$ cat config.mk
export PLATFORM = sky130hd
export DESIGN_NAME = hz_ctrl
export DESIGN_NICKNAME = d
export VERILOG_FILES = /design/src/rtl/hz_pkg.sv /design/src/rtl/hz_loaduse_detect.sv /design/src/rtl/hz_branch_resolve.sv /design/src/rtl/hz_arbiter.sv /design/src/rtl/hz_ctrl.sv
export SDC_FILE = /design/constraint.sdc
export NUM_CORES = 1
export LEC_CHECK = 0
export ABC_AREA = 1
export BUFFER_PORTS_ARGS = -buffer_cell sky130_fd_sc_hd__buf_4
export CORE_AREA = 8 8 45 47
export DETAILED_ROUTE_END_ITERATION = 12
export DIE_AREA = 0 0 53 55
export PLACE_DENSITY = 0.57
export RECOVER_POWER = 25
export SLEW_MARGIN = 10
export SYNTH_ARGS = -nofsm -noshare
export SYNTH_HDL_FRONTEND = slang
export SYNTH_SLANG_ARGS = --single-unit
export TNS_END_PERCENT = 100
$ cat constraint.sdc
create_clock -name vclk -period 1.5
set_input_delay 0.15 -clock vclk [all_inputs]
set_output_delay 0.15 -clock vclk [all_outputs]
set_load 0.01 [all_outputs]
$ cat src/rtl/hz_pkg.sv
package hz_pkg;

    typedef enum logic [1:0] {
        ACT_RUN   = 2'd0,
        ACT_STALL = 2'd1,
        ACT_FLUSH = 2'd2
    } hz_action_t;

    typedef enum logic [1:0] {
        ST_RUN    = 2'd0,
        ST_BUBBLE = 2'd1,
        ST_SQUASH = 2'd2
    } hz_state_t;

endpackage

$ cat src/rtl/hz_loaduse_detect.sv
module hz_loaduse_detect #(
    parameter int INSTR_W = 32,
    parameter int REG_AW  = 5,
    parameter int OPC_W   = 6,
    parameter logic [OPC_W-1:0] OPC_J   = 6'b000010,
    parameter logic [OPC_W-1:0] OPC_JAL = 6'b000011
) (
    input  logic [INSTR_W-1:0] instr,
    input  logic               mem_read,
    input  logic [REG_AW-1:0]  ld_dst,
    output logic               hazard
);
    localparam int OPC_LSB = INSTR_W - OPC_W;
    localparam int RS_LSB  = OPC_LSB - REG_AW;
    localparam int RT_LSB  = RS_LSB - REG_AW;
    localparam int NSRC    = 2;

    logic [OPC_W-1:0] opcode;
    logic [NSRC-1:0]  src_hit;
    logic             is_jump;

    assign opcode = instr[INSTR_W-1:OPC_LSB];

    genvar g;
    generate
        for (g = 0; g < NSRC; g++) begin : g_src
            localparam int LSB = (g == 0) ? RS_LSB : RT_LSB;
            assign src_hit[g] = (instr[LSB +: REG_AW] == ld_dst);
        end
    endgenerate

    always_comb begin
        is_jump = (opcode == OPC_J) || (opcode == OPC_JAL);
        hazard  = mem_read && (|src_hit) && !is_jump;
    end
endmodule

$ cat src/rtl/hz_branch_resolve.sv
module hz_branch_resolve (
    input  logic branch,
    input  logic zero,
    output logic taken
);
    always_comb begin
        taken = branch && zero;
    end
endmodule

$ cat src/rtl/hz_arbiter.sv
module hz_arbiter
    import hz_pkg::*;
(
    input  logic       clk,
    input  logic       rst_n,
    input  logic       stall_req,
    input  logic       flush_req,
    output logic       pc_we,
    output logic       ifid_we,
    output logic       ctrl_zero,
    output logic       ifid_flush,
    output hz_state_t  state_q
);
    hz_action_t act;
    hz_state_t  state_d;

    always_comb begin
        if (flush_req)      act = ACT_FLUSH;
        else if (stall_req) act = ACT_STALL;
        else                act = ACT_RUN;
    end

    always_comb begin
        unique case (act)
            ACT_RUN:   state_d = ST_RUN;
            ACT_STALL: state_d = ST_BUBBLE;
            ACT_FLUSH: state_d = ST_SQUASH;
            default:   state_d = ST_RUN;
        endcase
    end

    always_ff @(posedge clk or negedge rst_n) begin
        if (!rst_n) state_q <= ST_RUN;
        else        state_q <= state_d;
    end

    always_comb begin
        pc_we      = 1'b1;
        ifid_we    = 1'b1;
        ctrl_zero  = 1'b0;
        ifid_flush = 1'b0;
        unique case (act)
            ACT_RUN: begin
            end
            ACT_STALL: begin
                pc_we     = 1'b0;
                ifid_we   = 1'b0;
                ctrl_zero = 1'b1;
            end
            ACT_FLUSH: begin
                ifid_flush = 1'b1;
            end
            default: begin
            end
        endcase
    end
endmodule

$ cat src/rtl/hz_ctrl.sv
module hz_ctrl
    import hz_pkg::*;
#(
    parameter int INSTR_W = 32,
    parameter int REG_AW  = 5,
    parameter int OPC_W   = 6
) (
    input  logic               clk,
    input  logic               rst_n,
    input  logic [INSTR_W-1:0] ifid_instr,
    input  logic               idex_mem_read,
    input  logic [REG_AW-1:0]  idex_rt,
    input  logic               idex_branch,
    input  logic               idex_zero,
    output logic               pc_we,
    output logic               ifid_we,
    output logic               ctrl_zero,
    output logic               ifid_flush
);
    logic      stall_req;
    logic      flush_req;
    hz_state_t state_q;

    hz_loaduse_detect #(
        .INSTR_W (INSTR_W),
        .REG_AW  (REG_AW),
        .OPC_W   (OPC_W)
    ) u_lu (
        .instr    (ifid_instr),
        .mem_read (idex_mem_read),
        .ld_dst   (idex_rt),
        .hazard   (stall_req)
    );

    hz_branch_resolve u_br (
        .branch (idex_branch),
        .zero   (idex_zero),
        .taken  (flush_req)
    );

    hz_arbiter u_arb (
        .clk        (clk),
        .rst_n      (rst_n),
        .stall_req  (stall_req),
        .flush_req  (flush_req),
        .pc_we      (pc_we),
        .ifid_we    (ifid_we),
        .ctrl_zero  (ctrl_zero),
        .ifid_flush (ifid_flush),
        .state_q    (state_q)
    );
endmodule

==> results.py <==
metrics = {
    "run_status": {
        "outcome": "finished, final reports clean",
    },
    "yosys": {
        "synth_cells": 50,
        "syn_avg_cell_area_um2": 4.404,
        "synthDominantCellAreaShare_pct": 37.50,
        "ys_warn_count": 0,
        "synthesis.area_um2": 220.2,
        "synth.distinct_cells": 11,
        "syn_nets": 92,
        "ys_seq_area_share_pct": 0,
        "synth_top_cell_by_area": "nand2_1",
        "netlist_top_cells_area": "nand2_1, inv_1, nor2_1",
    },
    "worst_setup_path": {
        "cp.arrival_ns": 0.90,
        "worst-path-max-fanout": 3,
        "endpoint_kind": "primary output",
        "cp-start-kind": "primary input",
        "cp.required_ns": 1.35,
        "critical_path_class": "in2out",
    },
    "route": {
        "drc_errors": 0,
        "drtPass1Iterations": 2,
        "ant_nets": 0,
        "wl_per_cell_um": 8.033,
        "vias_per_cell": 3.663,
        "drt_wl_total_um": 739,
        "dr_total_vias": 337,
        "initialDrtViolationCount": 4,
    },
    "final_layout": {
        "seq_area_um2": 0,
        "seq_cells": 0,
        "final.clkbuf_count": 0,
        "fin_area_um2": 431.7,
        "area_delta_synth_final_pct": 96.02,
        "fin_util_pct": 31.19,
        "antennaDiodeCount": 0,
        "drive_above_1_share_pct": 38.16,
        "fillers": 165,
        "instances_no_fill": 92,
        "nNetsFinal": 120,
    },
    "floorplan": {
        "die_area_um2": 2915,
        "initial_core_util_pct": 15.91,
        "core_um2": 1384,
        "die_h_um": 55,
        "die_x_um": 53,
        "row_count": 14,
        "ios": 46,
    },
    "sta": {
        "hold_viol": 0,
        "tightest_slew_ns": 0.1609,
        "hold_ws_ns": 0.6219,
        "relSlewSlack_pct": 89.19,
        "min_period_over_period_pct": 70.17,
        "post-route-min-period_ns": 1.053,
        "finalSetupViolCount": 0,
        "rsz0062_at_grt": "false",
        "tns_ns": 0,
        "max_freq_mhz": 950.1,
        "slew_violations": 0,
    },
    "grt": {
        "grt_overflow_total": 0,
        "grt_max_degree": 4,
        "grt_pass1_vias": 269,
        "grtUsageTotal_pct": 4.360,
        "grt_pass1_wl_um": 1062,
        "antenna_found_initial": 0,
    },
    "power": {
        "vdd_drop_max_v": 0.00005645,
        "leakage_uw": 0.0002851,
        "p_per_area_nw_per_um2": 231.2,
    },
    "place": {
        "numPortBuffers": 27,
        "place_area_um2": 435.4,
        "dp_hpwl_um": 706.2,
        "place_inst": 92,
        "gp_congestion": 0.7020,
    },
    "clock_network": {
        "hold_buffers": 0,
        "post-cts-setup-buffer-count": 0,
        "ctsResizeCount": 0,
    },
    "hold_path": {
        "hold_depth": 4,
        "hold_path.class": "in2out",
    },
    "job": {
        "maxCapViolations": 0,
    },
}
## layout make-up
cell class | instances | area [µm²] | share of cell area (%)
repair buffers | 27 | 198.9 | 46.09
inverters | 12 | 45.04 | 10.43
multi-input cells | 37 | 167.7 | 38.84
well taps | 16 | 20.02 | 4.638
## cell usage after synthesis (all sizes together)
master and instances:
nand2 22, inv 12, a21oi 1, xor2 1, nor3 1, nor2 6, buf 1, nand3 3
xnor2 2, nand3b 1
## power breakdown
part	switching, µW	leakage, µW	internal [µW]	total [µW]
registers	0	0	0	0
logic	39.6	0.000285	60.2	99.8
clock network	0	0	0	0
total	39.6	0.000285	60.2	99.8
## cells by family (layout without fill, tap and decap cells)
| group | after synthesis | count (layout) | share of synthesized area, % |
|---|---|---|---|
| simple gates | 33 | 33 | 60.22 |
| buf+inv | 13 | 39 | 23.87 |
| xor+xnor | 3 | 3 | 11.93 |
| compound gates | 1 | 1 | 3.978 |
## per-layer routing
layer / vias to the layer above / share of wire, % / GRT usage (%) / wire length, µm
li1: 196 / - / - / -
met1: 126 / 48 / 6.335 / 355
met2: 15 / 46 / 7.227 / 338
met3: 0 / 6.1 / 0.2674 / 45
met4: 0 / 0 / 0 / 0
met5: - / 0 / 0 / 0
## worst max-delay path, stage by stage
cell and delay [ns]:
buf_4 0.09, inv_1 0.04, nand2_1 0.05, nand2_1 0.05, nor2_1 0.12, nand3_1 0.12, nand2_1 0.07, nand2_1 0.07
buf_4 0.14
## final timing paths
| check | end | from |
|---|---|---|
| max | ifid_we | idex_rt[4] |
| min | ifid_flush | idex_zero |
## stage by stage
stage          worst slack [ns]  total power [µW]
2_1_floorplan            0.5628             40.82
3_3_place_gp             0.4347             101.1
3_5_place_dp             0.4299             102.2
4_1_cts                  0.4289             102.6
5_1_grt                  0.3347             112.7
6_report                 0.4475             99.81
## layout by cell type (no fill, tap or decap)
cell / n
buf_4: 26
nand2_1: 22
inv_1: 10
nor2_1: 6
nand3_1: 3
inv_2: 2
xnor2_1: 2
nor3_1: 1
nand3b_1: 1
xor2_1: 1
a21oi_2: 1
clkbuf_1: 1
(Power assumes the default switching activity.)
